$ cat src/rtl/pcs_pkg.sv
package pcs_pkg;

    localparam int CSW = 3;
    localparam int NSRC = 4;

    typedef enum logic [2:0] {
        PS_NORMAL = 3'd0,
        PS_ENTER  = 3'd1,
        PS_GRANT  = 3'd2,
        PS_SNOOP  = 3'd3,
        PS_SLEEP  = 3'd4
    } pstate_e;

    localparam logic [CSW-1:0] CODE_C0    = 3'd0;
    localparam logic [CSW-1:0] CODE_C2    = 3'd3;
    localparam logic [CSW-1:0] CODE_C4    = 3'd5;
    localparam logic [CSW-1:0] CODE_GRANT = 3'd6;

    function automatic logic is_deep(input logic [CSW-1:0] c);
        return (c >= CODE_C2) && (c <= CODE_C4);
    endfunction

endpackage

$ cat src/rtl/pcs_deadline.sv
module pcs_deadline #(
    parameter int DEADLINE = 20
) (
    input  logic clk,
    input  logic rst,
    input  logic start,
    input  logic running,
    output logic expire
);
    localparam int CW = $clog2(DEADLINE + 1);
    localparam logic [CW-1:0] LAST = CW'(DEADLINE - 1);

    logic [CW-1:0] cnt;

    always_ff @(posedge clk) begin
        if (rst)
            cnt <= '0;
        else if (start)
            cnt <= '0;
        else if (running && cnt != LAST)
            cnt <= cnt + 1'b1;
    end

    assign expire = running && (cnt == LAST);

    // the timer never runs past the deadline window
    a_r5_window: assert property (@(posedge clk) disable iff (rst)
        running |-> (cnt <= LAST));

endmodule

$ cat src/rtl/pcs_core_track.sv
module pcs_core_track
    import pcs_pkg::*;
(
    input  logic           clk,
    input  logic           rst,
    input  logic           capture,
    input  logic           in_enter,
    input  logic           stopped,
    input  logic           force_in,
    input  logic [CSW-1:0] cstate_in,
    input  logic           quiesce,
    output logic           done_now,
    output logic [CSW-1:0] view,
    output logic [CSW-1:0] saved
);
    logic granted;
    logic done;

    always_ff @(posedge clk) begin
        if (rst) begin
            granted <= 1'b1;
            done    <= 1'b1;
            saved   <= CODE_C0;
        end else if (capture) begin
            saved   <= cstate_in;
            done    <= is_deep(cstate_in);
            granted <= 1'b0;
        end else if (in_enter && !done && (quiesce || force_in)) begin
            granted <= 1'b1;
            done    <= 1'b1;
        end
    end

    assign done_now = done || (in_enter && quiesce);

    always_comb begin
        if (!stopped)
            view = cstate_in;
        else if (granted)
            view = CODE_GRANT;
        else
            view = saved;
    end

    // the recorded state cannot change while the package is stopped
    a_r4_saved_hold: assert property (@(posedge clk) disable iff (rst)
        (stopped && $past(stopped)) |-> $stable(saved));

    // a deep core never shows the grant code
    a_r4_deep_shown: assert property (@(posedge clk) disable iff (rst)
        (stopped && !granted && is_deep(saved)) |-> (view != CODE_GRANT));

endmodule

$ cat src/rtl/pcs_irq_latch.sv
module pcs_irq_latch
    import pcs_pkg::*;
(
    input  logic            clk,
    input  logic            rst,
    input  logic            en,
    input  logic            flush,
    input  logic [NSRC-1:0] src,
    input  logic            mon,
    output logic            pbe,
    output logic [NSRC-1:0] fire
);
    logic [NSRC-1:0] pend;
    logic [NSRC-1:0] pend_next;
    logic            mon_p;

    assign pend_next = pend | (en ? src : '0);

    always_ff @(posedge clk) begin
        if (rst) begin
            pend  <= '0;
            mon_p <= 1'b0;
            fire  <= '0;
        end else if (flush) begin
            fire  <= pend_next;
            pend  <= '0;
            mon_p <= 1'b0;
        end else begin
            fire  <= '0;
            pend  <= pend_next;
            mon_p <= mon_p | (en & mon);
        end
    end

    assign pbe = (|pend) | mon_p;

    // a replay lasts exactly one cycle
    a_r12_fire_pulse: assert property (@(posedge clk) disable iff (rst)
        (|fire) |=> (fire == '0));

    // a latched source stays pending until the flush
    a_r11_pend_keep: assert property (@(posedge clk) disable iff (rst)
        !flush |=> ((pend & $past(pend)) == $past(pend)));

endmodule

$ cat src/rtl/pkg_stop_ctrl.sv
module pkg_stop_ctrl
    import pcs_pkg::*;
#(
    parameter int NCORES   = 2,
    parameter int DEADLINE = 20
) (
    input  logic                  clk,
    input  logic                  rst,
    input  logic                  stop_req,
    input  logic                  sleep_req,
    input  logic                  deep_req,
    input  logic                  ack,
    input  logic                  snoop_hit,
    input  logic                  snoop_done,
    input  logic [NCORES*CSW-1:0] core_cstate,
    input  logic [NCORES-1:0]     core_quiesce,
    input  logic                  smi,
    input  logic                  init_req,
    input  logic [1:0]            lint,
    input  logic                  mon_evt,
    output logic [2:0]            pkg_state,
    output logic [NCORES*CSW-1:0] core_view,
    output logic [NCORES*CSW-1:0] core_resume,
    output logic                  resume,
    output logic                  pbe,
    output logic [NSRC-1:0]       irq_fire,
    output logic                  err
);
    pstate_e state, state_n;
    logic err_set;
    logic in_rst, rst_viol;
    logic capture, in_enter, stopped, halted, expire, exit_now, all_done;
    logic [NCORES-1:0] done_vec;

    assign capture  = (state == PS_NORMAL) && stop_req && ack;
    assign in_enter = (state == PS_ENTER);
    assign stopped  = (state != PS_NORMAL);
    assign halted   = (state == PS_GRANT) || (state == PS_SNOOP) || (state == PS_SLEEP);
    assign all_done = &done_vec;

    pcs_deadline #(.DEADLINE(DEADLINE)) i_deadline (
        .clk(clk), .rst(rst), .start(capture), .running(in_enter), .expire(expire)
    );

    for (genvar g = 0; g < NCORES; g++) begin : g_core
        pcs_core_track i_track (
            .clk(clk), .rst(rst), .capture(capture), .in_enter(in_enter),
            .stopped(stopped), .force_in(expire),
            .cstate_in(core_cstate[g*CSW +: CSW]), .quiesce(core_quiesce[g]),
            .done_now(done_vec[g]), .view(core_view[g*CSW +: CSW]),
            .saved(core_resume[g*CSW +: CSW])
        );
    end

    always_comb begin
        state_n = state;
        err_set = 1'b0;
        unique case (state)
            PS_NORMAL: if (capture) state_n = PS_ENTER;
            PS_ENTER: begin
                if (!stop_req)
                    state_n = PS_NORMAL;
                else if (all_done)
                    state_n = PS_GRANT;
                else if (expire) begin
                    state_n = PS_GRANT;
                    err_set = 1'b1;
                end
            end
            PS_GRANT: begin
                if (sleep_req)
                    state_n = PS_SLEEP;
                else if (!stop_req)
                    state_n = PS_NORMAL;
                else if (snoop_hit)
                    state_n = PS_SNOOP;
            end
            PS_SNOOP: if (snoop_done) state_n = PS_GRANT;
            PS_SLEEP: begin
                if (!stop_req) err_set = 1'b1;
                if (!sleep_req) state_n = PS_GRANT;
            end
            default: state_n = PS_GRANT;
        endcase
    end

    assign exit_now = stopped && (state_n == PS_NORMAL);

    always_ff @(posedge clk) begin
        if (rst) begin
            state    <= PS_GRANT;
            err      <= 1'b0;
            resume   <= 1'b0;
            in_rst   <= 1'b1;
            rst_viol <= stop_req | sleep_req | deep_req;
        end else begin
            state  <= state_n;
            resume <= exit_now;
            in_rst <= 1'b0;
            if (err_set || (in_rst && rst_viol))
                err <= 1'b1;
        end
    end

    pcs_irq_latch i_irq (
        .clk(clk), .rst(rst), .en(halted), .flush(exit_now),
        .src({lint, init_req, smi}), .mon(mon_evt), .pbe(pbe), .fire(irq_fire)
    );

    assign pkg_state = state;

    // the error flag is sticky
    a_r13_err_sticky: assert property (@(posedge clk) disable iff (rst)
        err |=> err);

    // nothing is pending while the package runs normally
    a_r11_pbe_normal: assert property (@(posedge clk) disable iff (rst)
        (state == PS_NORMAL) |-> !pbe);

    // a finished snoop always returns to the grant state
    a_r7_snoop_back: assert property (@(posedge clk) disable iff (rst)
        (state == PS_SNOOP && snoop_done) |=> (pkg_state == 3'd2));

    // a resume pulse follows only a return to normal
    a_r6_resume_normal: assert property (@(posedge clk) disable iff (rst)
        resume |-> (pkg_state == 3'd0));

endmodule

$ cat config.mk
export PLATFORM = sky130hd
export DESIGN_NAME = pkg_stop_ctrl
export DESIGN_NICKNAME = d
export VERILOG_FILES = /design/src/rtl/pcs_pkg.sv /design/src/rtl/pcs_deadline.sv /design/src/rtl/pcs_core_track.sv /design/src/rtl/pcs_irq_latch.sv /design/src/rtl/pkg_stop_ctrl.sv
export SDC_FILE = /design/constraint.sdc
export NUM_CORES = 1
export LEC_CHECK = 0
export BUFFER_PORTS_ARGS = -buffer_cell sky130_fd_sc_hd__buf_2
export CAP_MARGIN = 15
export CORE_MARGIN = 2
export CORE_UTILIZATION = 45
export DETAILED_ROUTE_END_ITERATION = 8
export HOLD_SLACK_MARGIN = 0.12
export PLACE_DENSITY = 0.75
export SLEW_MARGIN = 20
export SYNTH_ARGS = -nofsm -noshare
export SYNTH_HDL_FRONTEND = slang
export SYNTH_SLANG_ARGS = --single-unit
$ cat constraint.sdc
create_clock -name clk -period 2 [get_ports clk]
set_input_delay 0.1 -clock clk [delete_from_list [all_inputs] [get_ports clk]]
set_output_delay 0.1 -clock clk [all_outputs]
set_load 0.005 [all_outputs]
==> results of run 1 <==
[report_power, final]
part	leakage (nW)	switching, W	total, W	internal [W]
clock network	0.0386	0.000205	0.000412	0.000207
registers	0.255	0.0000274	0.000687	0.000659
logic	0.521	0.000136	0.000280	0.000144
total	0.815	0.000369	0.00138	0.00101
[layout make-up]
cell class              count  area, um2  area share
clock buffers               8       68.8      0.0358
inverters                   2       7.51     0.00391
multi-input cells         126        763       0.397
flip-flops and latches     31        632       0.329
well taps                  44       55.1      0.0286
repair buffers             62        395       0.206
[logic make-up (layout without fill, tap and decap cells)]
group | after synthesis | count (layout) | share of synthesized area
AO/OA/AOI/OAI | 33 | 33 | 0.126
XOR/XNOR | 5 | 5 | 0.0299
adder cells (fa/ha/maj) | 2 | 2 | 0.0154
buffers and inverters | 12 | 72 | 0.0479
flip-flops | 31 | 31 | 0.431
multiplexers | 4 | 4 | 0.0274
AND/OR/NAND/NOR | 82 | 82 | 0.323
[synthesized netlist by cell type (all sizes together)]
cell	instances
a21oi	17
a221o	1
a31oi	2
and3	1
and4	1
and4bb	3
buf	6
clkbuf	4
dfxtp	30
edfxtp	1
ha	1
inv	2
maj3	1
mux2i	4
nand2	25
nand2b	8
nand3	4
nand3b	1
nand4	2
nor2	11
nor2b	1
nor3	15
nor3b	5
nor4b	1
nor4bb	1
o21a	1
o21ai	11
o22ai	1
or3	2
or3b	1
xnor2	2
xor2	3
[worst paths after layout]
path              slack [ns]                       start                    endpoint  depth (start not counted)
setup / recovery        0.20           i_deadline.cnt[0]               i_irq.fire[0]                          7
hold / removal          0.16                         ack                pkg_state[0]                          3
setup reg to reg        0.20           i_deadline.cnt[0]               i_irq.fire[0]                          7
hold reg to reg         0.47  g_core[0].i_track.saved[2]  g_core[0].i_track.saved[2]                          2
[flip-flops by register name (all words and copies together), names as in the netlist]
signal,flops
pkg_state,3
i_irq.mon_p,1
err,1
g_core.i_track.granted,2
rst_viol,1
g_core.i_track.done,2
i_irq.fire,4
i_deadline.cnt,5
in_rst,1
i_irq.pend,4
resume,1
g_core.i_track.saved,6
[metal layers]
metal / GRT usage / routed length, um / vias up
met3: 0.0756 / 197 / 5
met2: 0.343 / 1480 / 41
met4: 0.0745 / 43 / 0
li1: - / - / 708
met1: 0.229 / 1420 / 629
met5: 0 / 0 / -
[timing repair]
action	in CTS	in global routing
hold endpoints to repair	17	0
buffers inserted	0	1
setup endpoints to repair	0	10
hold buffers	14	0
resized for setup	0	1
[worst min-delay path: stages]
cell and delay [ns]:
sky130_fd_sc_hd__buf_2 0.10, sky130_fd_sc_hd__a31oi_1 0.11, sky130_fd_sc_hd__a21oi_1 0.15
[stage by stage]
| step | std cells | area, um2 | hold slack, ns |
|---|---|---|---|
| floorplan | 169 | 1460 | 0.128 |
| global placement | 250 | 1700 | 0.356 |
| detailed placement | 250 | 1700 | 0.362 |
| CTS | 272 | 1910 | 0.148 |
| global route | 273 | 1920 | 0.163 |
| finish | 273 | 1920 | 0.164 |
==> flow_results.org, run 1 <==
** Global routing
- The initial antenna violation count was 0.
- Number of global-route vias before repair :: between 1000 and 1500
- Global routing finished with a remaining overflow of 0.
- All-Layer GR Usage :: 0.201
- Pin count of the biggest net entering global routing :: 32
- The first global-routing pass estimated about 5500 um of wire.

** Synthesis
- Synthesis inferred 31 register bits.
- Post-synthesis cell type with the largest combined area :: sky130_fd_sc_hd__dfxtp_1
- Cells after Synth :: about 170
- Sequential share of the synthesized area :: 0.431
- Library cells used by synthesis :: 36
- Yosys top cell area share :: 0.410
- Area contributors post-synth :: sky130_fd_sc_hd__dfxtp_1 (41%), sky130_fd_sc_hd__nand2_1 (6.4%), sky130_fd_sc_hd__a21oi_1 (5.8%)
- Syn avg cell area :: roughly 8.7 um2
- For this run, the number of Yosys warnings is 0.
- In this run the cell area of the synthesized design comes to around 1500 um2.
- Synthesized netlist net count :: between 150 and 200

** Hold path
- Worst min-delay path class :: in2reg

** Detailed routing
- Detail-routed net length per standard cell :: around 12 um
- The pre-antenna-repair detailed-routing pass consisted of 4 iterations.
- The routed layout has about 1400 vias.
- Summed over all layers, the routed wires come to between 3000 and 4000 um.
- For this run, design rule violations remaining after detail routing come to 0.
- Average vias per placed instance :: between 5 and 6
- Post-DRT Antenna Nets :: 0
- Drt first-iter violations :: 49

** Placement
- Worst slack at placement :: 0.103 ns
- RD Place Congestion :: between 0.7 and 0.8
- The count of buffers added on input and output ports is 42.
- Detailed-placement wirelength estimate :: roughly 2100 um

** Die
- Row generation in the floorplan step produced 20 rows.
- The floorplan step defined a die boundary enclosing 3730 um2.
- Y dimension of the die :: approximately 61 um
- Chip width :: 61.0 um
- The initial utilization of the core area, before any placement, comes to 0.476.
- In this run the standard cell core region covers just over 3000 um2.
- Num ports :: 43

** Clocking
- TritonCTS built the clock tree.
- No sink is reached through more buffers than the 2 on the longest clock path.
- The later pin in the worst-skew pair is clocked with a latency of approximately 0.33 ns.
- The clock drives 31 sinks.
- Clock transition at the register clock pins on the worst setup and hold paths after CTS :: about 0.09 ns
- CTS H-tree depth :: 2
- Clock root buffer :: sky130_fd_sc_hd__clkbuf_4
- Buffers inserted during clock tree synthesis total 5.

** Finish
- Antenna diode instance count :: 0
- Share of the core filled with cells in the final layout :: 0.624
- NumNets Final :: 250
- Filler Cells Inserted :: roughly 270
- Most used cells in the layout excluding fill and tap cells :: sky130_fd_sc_hd__buf_2 (42), sky130_fd_sc_hd__dfxtp_1 (29), sky130_fd_sc_hd__nand2_1 (25)
- Fraction of layout instances using a drive strength above 1 :: 0.288
- Leaving out fill and tap cells, the most frequent cell in the layout is sky130_fd_sc_hd__buf_2.
- Layout-stage area growth over the synthesis result :: 31.3%

** Pwr
- VDD sags by at most between 0.0004 and 0.0005 V.
- In this run the static leakage power is approximately 0.82 nW.
- Overall power of the completed layout :: about 0.0014 W
- Ratio of total power to cell area :: just over 700 nW/um2

** STA
- Once routing completed, OpenROAD measured the worst setup slack at between 0.2 and 0.25 ns.
- Max transition margin :: 0.631
- Final period util :: 0.900
- Setup violations remaining at the end of the flow were counted as 0.
- Setup repair after global routing left no endpoint under its margin.
- Achievable frequency :: 556 MHz
- Setup total negative slack on the finished layout was measured at 0 ns.
- Transition time at the pin with the least slew margin :: around 0.55 ns
- The number of endpoints with negative hold slack in the final report was 0.
- The number of pins with negative max-slew slack in the final report is 0.
- The worst path needs ~1.8 ns of the cycle, external delays included.
- Across the routed clock network, the largest skew measured is 0.00555 ns.

** Worst setup path
- Category of the most critical setup path :: reg2reg
- Crit path max fanout :: 9
- Cell with the biggest individual delay on the critical path :: sky130_fd_sc_hd__dfxtp_1
- Together, buffers and inverters on the worst path number 1.
- The cell family contributing the most delay on the critical path is simple AND/OR/NAND/NOR gates.
- In this design, the stage delay of the slowest critical-path cell is 0.38 ns.
- Startpoint class of the critical path :: flip-flop
- Traced cell by cell, the critical path runs through ha_1, and4bb_1, nor2_1, a31oi_1, nor4b_4, buf_4, nor3b_2.
- STA puts the critical path data required time at 2.26 ns.
- Data arrival time at the worst-slack endpoint :: approximately 2.1 ns
- Worst setup EP type :: flip-flop

** Status
- The run finished with clean final reports.

** Job
- The tool flagged a number of max-cap violations equal to 0.
No activity file was read; power rests on OpenSTA's default activity.
==> run 2: changes to the inputs <==
Settings changed: CORE_MARGIN 2 to 1.5, CORE_UTILIZATION 45 to 30, PLACE_DENSITY 0.75 to 0.55.
==> flow_results.org, run 2 (same netlist as run 1, synthesis figures left out) <==
** Finish
- Largest registers ranked by flip-flop count: g_core.i_track.saved: 6 flops, i_deadline.cnt: 5 flops (unchanged).
- Commonest non-fill, non-tap cell in the layout :: sky130_fd_sc_hd__buf_2 (unchanged)
- The flip-flop count of the largest register, all copies and words added was 6 (unchanged).
- Most used cells in the layout excluding fill and tap cells: sky130_fd_sc_hd__buf_2 (42), sky130_fd_sc_hd__dfxtp_1 (29), sky130_fd_sc_hd__nand2_1 (25) (unchanged).
- Filler Cells Inserted :: 488 (was 273)
- The relative area change from synthesis to final layout came to 33.2% (was 31.3%).
- NumNets Final :: 247 (was 250)
- The number of diodes added for antenna fixing was 0 (unchanged).
- Register containing the most flip-flops in the final layout :: g_core.i_track.saved (unchanged)
- The filler-free cell count of the finished design is 293 (was 273).
- Fraction of layout instances using a drive strength above 1 :: 0.301 (was 0.288)

** STA
- The final critical-path setup slack was 0.197 ns (was 0.200 ns).
- Final period util :: 0.901 (was 0.900)
- Transition time at the pin with the least slew margin :: 0.587 ns (was 0.554 ns)
- Achievable frequency :: 555 MHz (was 556 MHz)
- The setup clock skew after layout was 0.00378 ns (was 0.00555 ns).
- Unrepaired setup endpoints after global routing: no (unchanged).
- WHS :: 0.137 ns (was 0.164 ns)
- The number of endpoints with negative hold slack in the final report was 0 (unchanged).
- The number of pins with negative max-slew slack in the final report is 0 (unchanged).
- The final count of negative-setup-slack endpoints is 0 (unchanged).
- Minimum clock period after layout :: 1.80 ns (about the same)
- The setup TNS after final layout was 0 ns (unchanged).
- Max transition margin :: 0.609 (was 0.631)

** Job
- Number of max-cap violations :: 0 (unchanged)

** Detailed routing
- The number of DRC violations after detailed routing was 0 (unchanged).
- Count of vias placed by the detailed router :: 1352 (was 1383)
- The total wirelength of the detailed-routed design came to 3360 um (was 3150 um).
- Detail-routed net length per standard cell :: 11.5 um (about the same)
- The number of detailed-routing iterations run before antenna repair came to 4 (unchanged).
- The detailed router's first-iteration violation count was 104 (was 49).
- Average vias per placed instance :: 4.61 (was 5.07)
- The count of antenna-violating nets left after detailed routing was 0 (unchanged).

** Clocking
- The clock sink total was 31 (unchanged).
- TritonCTS clock tree :: yes (unchanged)
- Number of buffers created by CTS :: 5 (unchanged)
- Clock root buffer :: sky130_fd_sc_hd__clkbuf_8 (was sky130_fd_sc_hd__clkbuf_4)
- Max Buffers Root-to-Sink :: 2 (unchanged)
- Post-CTS Setup Inserts :: 0 (unchanged)
- Clock transition at the register clock pins on the worst setup and hold paths after CTS :: 0.06 ns (was 0.09 ns)
- CTS H-tree depth :: 2 (unchanged)
- Latest clock arrival within the worst-skew pair :: 0.28 ns (was 0.33 ns)

** Hold path
- The class of the tightest hold or removal check is in2reg (unchanged).

** Placement
- Port Buffers :: 42 (unchanged)
- The detailed placement HPWL is 2270 um (was 2120 um).
- Worst slack at placement :: 0.142 ns (was 0.103 ns)
- Number of cells after detailed placement :: 275 (was 250)
- RD Place Congestion :: 0.778 (was 0.780)

** Pwr
- Switching fraction of total power :: 0.257 (was 0.268)
- Share of total power in the clock network :: 0.356 (was 0.299)
- The switching component of the power came to 0.000386 W (was 0.000369 W).
- The peak ir drop on the vdd network is 0.000249 V (was 0.000461 V).
- The share of total power in combinational logic was 0.186 (was 0.203).
- The leakage power is 0.814 nW (was 0.815 nW).
- The cell internal power dissipation came to 0.00111 W (was 0.00101 W).
- Ratio of total power to cell area :: 770 nW/um2 (was 717 nW/um2)
- Register share of total power :: 0.457 (was 0.498)
- The overall power came to 0.00150 W (was 0.00138 W).

** Worst setup path
- The data arrival at the endpoint of the critical path is 2.01 ns (was 2.06 ns).
- Worst path cell trace :: ha_1, and4bb_2, nor2_1, a31oi_1, nor4b_4, buf_4, nor3b_2 (was ha_1, and4bb_1, nor2_1, a31oi_1, nor4b_4, buf_4, nor3b_2)
- Worst setup EP type :: flip-flop (unchanged)
- The type of the setup path with the least slack is reg2reg (unchanged).
- The top fanout value on the critical path came to 10 (was 9).
- The critical path startpoint category was a flip-flop (unchanged).
- The slowest stage cell on the critical path is sky130_fd_sc_hd__dfxtp_1 (unchanged).
- CP Data Required Time :: 2.21 ns (was 2.26 ns)
- The worst stage delay on the critical path is 0.37 ns (was 0.38 ns).

** Die
- Y dimension of the die :: 72.9 um (was 61.0 um)
- The placement row count was 25 (was 20).
- The placeable core area is 4720 um2 (was 3080 um2).
- Chip width :: 72.9 um (was 61.0 um)
- Num ports :: 43 (unchanged)
- The initial core utilization came to 0.310 (was 0.476).
- Area of the die :: 5310 um2 (was 3730 um2)

** Global routing
- Leftover overflow at the end of global routing :: 0 (unchanged)
- The pin count of the biggest net entering global routing was 32 (unchanged).
- The number of global-route vias before repair came to 1234 (was 1300).
- The first-pass GRT wire length came to 5340 um (was 5510 um).
- The initial antenna violation count is 0 (unchanged).
- The global routing usage summed across all routing layers was 0.130 (was 0.201).

** Status
- Status: complete, no violations (unchanged).
==> run 2: cell types whose count changed in the layout (fill, tap and decap cells not counted) <==
cell,delta
sky130_fd_sc_hd__clkbuf_8,+5
sky130_fd_sc_hd__and4bb_2,+1
sky130_fd_sc_hd__and4bb_1,-1
sky130_fd_sc_hd__dlygate4sd3_1,-4
sky130_fd_sc_hd__buf_4,+1
sky130_fd_sc_hd__clkbuf_4,-5
==> run 2: repair_timing <==
action	4_1_cts	5_1_grt
hold buffers	10	0
setup endpoints to repair	0	4
gates resized for setup	0	2
hold endpoints to repair	9	0
==> run 2: per-layer routing <==
metal / part of all wire / GRT usage / routed length, um
met2: 0.48 / 0.214 / 1600
met1: 0.48 / 0.155 / 1610
met4: 0.012 / 0.0629 / 40
met5: 0 / 0 / 0
met3: 0.033 / 0.0359 / 111
==> run 2: power groups by stage <==
stage / Sequential [W] / Combinational, W / Clock, W
2_1_floorplan: 0.000693 / 0.000171 / 0
3_3_place_gp: 0.000700 / 0.000266 / 0
3_5_place_dp: 0.000700 / 0.000265 / 0
4_1_cts: 0.000686 / 0.000281 / 0.000558
5_1_grt: 0.000692 / 0.000314 / 0.000578
6_report: 0.000686 / 0.000280 / 0.000535
==> run 2: path summary, 6_finish.rpt <==
path	startpoint	to	slack, ns	cells after the start
worst max register to register	i_deadline.cnt[0]	i_irq.fire[3]	0.20	7
worst min-delay path	lint[1]	i_irq.pend[3]	0.14	3
worst min register to register	g_core[0].i_track.saved[0]	g_core[0].i_track.saved[0]	0.47	2
worst max-delay path	i_deadline.cnt[0]	i_irq.fire[3]	0.20	7
==> run 2: final cells by class <==
cell class	instances	area, um2	share of cell area
multi-input combinational	126	763	0.392
sequential	31	632	0.324
timing repair buffer	59	363	0.186
clock buffer	8	100	0.0513
tap	67	83.8	0.0430
inverter	2	7.51	0.00385
==> run 2: critical path: cells and delay by family, from the launching register on <==
family	cells	cell delay, ns
buffers and inverters	1	0.19
adders and majority gates	1	0.20
DFF	1	0.37
and+or+nand+nor	4	0.78
AOI/OAI and AO/OA	1	0.20
==> run 2: stage by stage <==
stage	utilization	area [um2]
3_5_place_dp	0.370	1750
6_report	0.413	1950
5_1_grt	0.413	1950
2_1_floorplan	-	1460
3_3_place_gp	0.370	1750
4_1_cts	0.412	1950
==> run 3: changes to the inputs <==
Settings changed: CAP_MARGIN 15 to default, HOLD_SLACK_MARGIN 0.12 to 0.02, REMOVE_ABC_BUFFERS from default to 1.
==> flow_results.org, run 3 (same netlist as run 1, synthesis figures left out) <==
** Finish
- The flip-flop count of the largest register, all copies and words added came to 6 (unchanged).
- Commonest non-fill, non-tap cell in the layout :: sky130_fd_sc_hd__buf_2 (unchanged)
- Layout-stage area growth over the synthesis result :: 25.2% (was 33.2%)
- The final net count was 236 (was 247).
- Most used cells in the layout excluding fill and tap cells: sky130_fd_sc_hd__buf_2 (42), sky130_fd_sc_hd__dfxtp_1 (29), sky130_fd_sc_hd__nand2_1 (25) (unchanged).
- Final cell area excluding filler cells :: 1830 um2 (was 1950 um2)
- The total of fill cells in the finished design came to 507 (was 488).
- The register bank with the most flops is g_core.i_track.saved (unchanged).
- The area taken by multi-input logic gates is 763 um2 (unchanged).
- The area used by sequential logic in the layout came to 632 um2 (unchanged).
- Largest registers ranked by flip-flop count: g_core.i_track.saved: 6 flops, i_deadline.cnt: 5 flops (unchanged).
- Fraction of layout instances using a drive strength above 1 :: 0.307 (was 0.301)
- Antenna diode instance count :: 0 (unchanged)

** Die
- The placement row count is 25 (unchanged).
- The placeable core area is 4720 um2 (unchanged).
- Num ports :: 43 (unchanged)
- Area of the die :: 5310 um2 (unchanged)
- The initial core utilization was 0.310 (unchanged).
- The die outline width was 72.9 um (unchanged).
- The die span in y is 72.9 um (unchanged).

** STA
- Max transition margin :: 0.607 (was 0.609)
- The highest achievable clock rate was 551 MHz (was 555 MHz).
- The number of endpoints with negative hold slack in the final report came to 0 (unchanged).
- The setup TNS after final layout was 0 ns (unchanged).
- Unrepaired setup endpoints after global routing: no (unchanged).
- Setup clock skew after layout :: 0.00795 ns (was 0.00378 ns)
- WHS :: 0.0722 ns (was 0.137 ns)
- Final max-slew violation count :: 0 (unchanged)
- Final period util :: 0.908 (was 0.901)
- The final count of negative-setup-slack endpoints is 0 (unchanged).
- Transition time at the pin with the least slew margin :: 0.589 ns (was 0.587 ns)
- Minimum clock period after layout :: 1.82 ns (was 1.80 ns)

** Pwr
- Share of total power in the clock network :: 0.346 (was 0.356)
- The leakage power is 0.769 nW (was 0.814 nW).
- The total power divided by cell area is 790 nW/um2 (was 770 nW/um2).
- Max IR drop VDD :: 0.000220 V (was 0.000249 V)
- The switching component of the power is 0.000385 W (was 0.000386 W).
- Switching fraction of total power :: 0.266 (was 0.257)
- Register share of total power :: 0.474 (was 0.457)
- The share of total power in combinational logic came to 0.180 (was 0.186).
- The overall power is 0.00145 W (was 0.00150 W).
- The cell internal power dissipation is 0.00106 W (was 0.00111 W).

** Detailed routing
- The detailed router's first-iteration violation count came to 51 (was 104).
- Wirelength, routed :: 3060 um (was 3360 um)
- The final routed wire length divided by cell count was 10.9 um (was 11.5 um).
- The total number of vias was 1293 (was 1352).
- Average vias per placed instance :: 4.59 (was 4.61)
- Post-DRT Antenna Nets :: 0 (unchanged)
- Number of remaining DRC errors :: 0 (unchanged)
- First-pass iteration count of the detailed router :: 4 (unchanged)

** Clocking
- The number of buffers added by the clock tree synthesis step is 5 (unchanged).
- Latest clock arrival within the worst-skew pair :: 0.28 ns (about the same)
- The cell chosen for the clock root is sky130_fd_sc_hd__clkbuf_8 (unchanged).
- The clock sink total was 31 (unchanged).
- Max Buffers Root-to-Sink :: 2 (unchanged)
- CTS H-tree depth :: 2 (unchanged)
- Clock transition at the register clock pins on the worst setup and hold paths after CTS :: 0.07 ns (was 0.06 ns)
- TritonCTS clock tree :: yes (unchanged)

** Worst setup path
- The cell class contributing the biggest share of worst-path delay is simple AND/OR/NAND/NOR gates (unchanged).
- Delay of the slowest cell on the worst path :: 0.50 ns (was 0.37 ns)
- Cell with the biggest individual delay on the critical path :: sky130_fd_sc_hd__or3b_2 (was sky130_fd_sc_hd__dfxtp_1)
- Crit path max fanout :: 13 (was 10)
- Data arrival time at the worst-slack endpoint :: 1.96 ns (was 2.01 ns)
- CP Buf/Inv Count :: 1 (unchanged)
- The critical path required time came to 2.15 ns (was 2.21 ns).
- Worst path cell trace: or3b_2, nor2_1, a31oi_1, nor4b_4, buf_4, nor3b_2 (was ha_1, and4bb_2, nor2_1, a31oi_1, nor4b_4, buf_4, nor3b_2).
- Worst r2r src :: pkg_state[0] (was i_deadline.cnt[0])
- The type of the setup path with the least slack is reg2reg (unchanged).
- R2r worst-path depth :: 6 (was 7)
- Worst setup EP type :: flip-flop (unchanged)
- The end of the worst register-to-register path is i_irq.fire[2] (was i_irq.fire[3]).
- Setup slack on the worst flop-to-flop path :: 0.18 ns (was 0.20 ns)
- The critical path startpoint category is a flip-flop (unchanged).

** Status
- Status: complete, no violations (unchanged).

** Global routing
- Pin count of the biggest net entering global routing :: 32 (unchanged)
- Global-route wire length before repair :: 5180 um (was 5340 um)
- Leftover overflow at the end of global routing :: 0 (unchanged)
- Antenna violations before repair :: 0 (unchanged)
- Number of global-route vias before repair :: 1202 (was 1234)
- All-Layer GR Usage :: 0.127 (was 0.130)

** Placement
- RD Place Congestion :: 0.775 (was 0.778)
- Detailed-placement wirelength estimate :: 2230 um (was 2270 um)
- DP Area :: 1730 um2 (was 1750 um2)
- The number of port buffers came to 42 (unchanged).

** Hold path
- The worst hold path endpoint is rst_viol (was i_irq.pend[3]).
- The class of the tightest hold or removal check is in2reg (unchanged).
- The beginning of the worst hold path was deep_req (was lint[1]).
- Instance count along the most critical hold path :: 2 (was 3)

** Job
- The number of maximum-capacitance violations is 0 (unchanged).
[run 3: what timing repair did]
action / 4_1_cts / 5_1_grt
resized for setup: 0 / 1
setup endpoints to repair: 0 / 10
setup buffers: 0 / 1
hold buffers: 0 / 0
[run 3: worst max path at each step]
| stage | endpoint | slack (ns) | start | depth (start not counted) |
|---|---|---|---|---|
| after detailed placement | i_irq.fire[1] | 0.09 | i_deadline.cnt[0] | 6 |
| after CTS | i_irq.fire[0] | 0.07 | i_deadline.cnt[0] | 6 |
| after global placement | i_irq.fire[0] | 0.12 | pkg_state[0] | 5 |
| final | i_irq.fire[2] | 0.18 | pkg_state[0] | 6 |
| after global routing | i_irq.fire[2] | 0.05 | i_deadline.cnt[0] | 7 |
| after floorplan | g_core[0].i_track.done | -0.006 | pkg_state[2] | 4 |
[run 3: power groups by stage]
stage | clock network, W | registers [W] | logic, W
after floorplan | 0 | 0.000702 | 0.000139
after global placement | 0 | 0.000700 | 0.000259
after detailed placement | 0 | 0.000700 | 0.000258
after CTS | 0.000525 | 0.000686 | 0.000258
after global routing | 0.000541 | 0.000693 | 0.000298
final | 0.000502 | 0.000686 | 0.000261
[run 3: cell type report]
cell class	count	area share
clock buffer	7	0.0471
timing repair buffer	48	0.139
multi-input combinational	126	0.416
clock inverter	1	0.00273
inverter	2	0.00410
sequential	31	0.345
tap	67	0.0457
[run 3: worst reg2reg max path: cells and delay by family (launching register included)]
family	cells	cell delay [ns]
flops	1	0.43
buf+inv	1	0.17
simple gates	4	0.95
compound gates	1	0.12
[run 3: metal layers]
layer / vias up / GRT usage / share of wire
met2: 24 / 0.209 / 0.47
met5: - / 0 / 0
met1: 586 / 0.151 / 0.49
li1: 679 / - / -
met3: 4 / 0.0401 / 0.033
met4: 0 / 0.0566 / 0.012
[run 3: per-stage QoR]
step,worst slack (ns),utilization,std cells
finish,0.185,0.388,282
detailed placement,0.0939,0.367,273
CTS,0.0716,0.386,281
global placement,0.119,0.367,273
floorplan,-0.00592,-,159
global route,0.0514,0.388,282
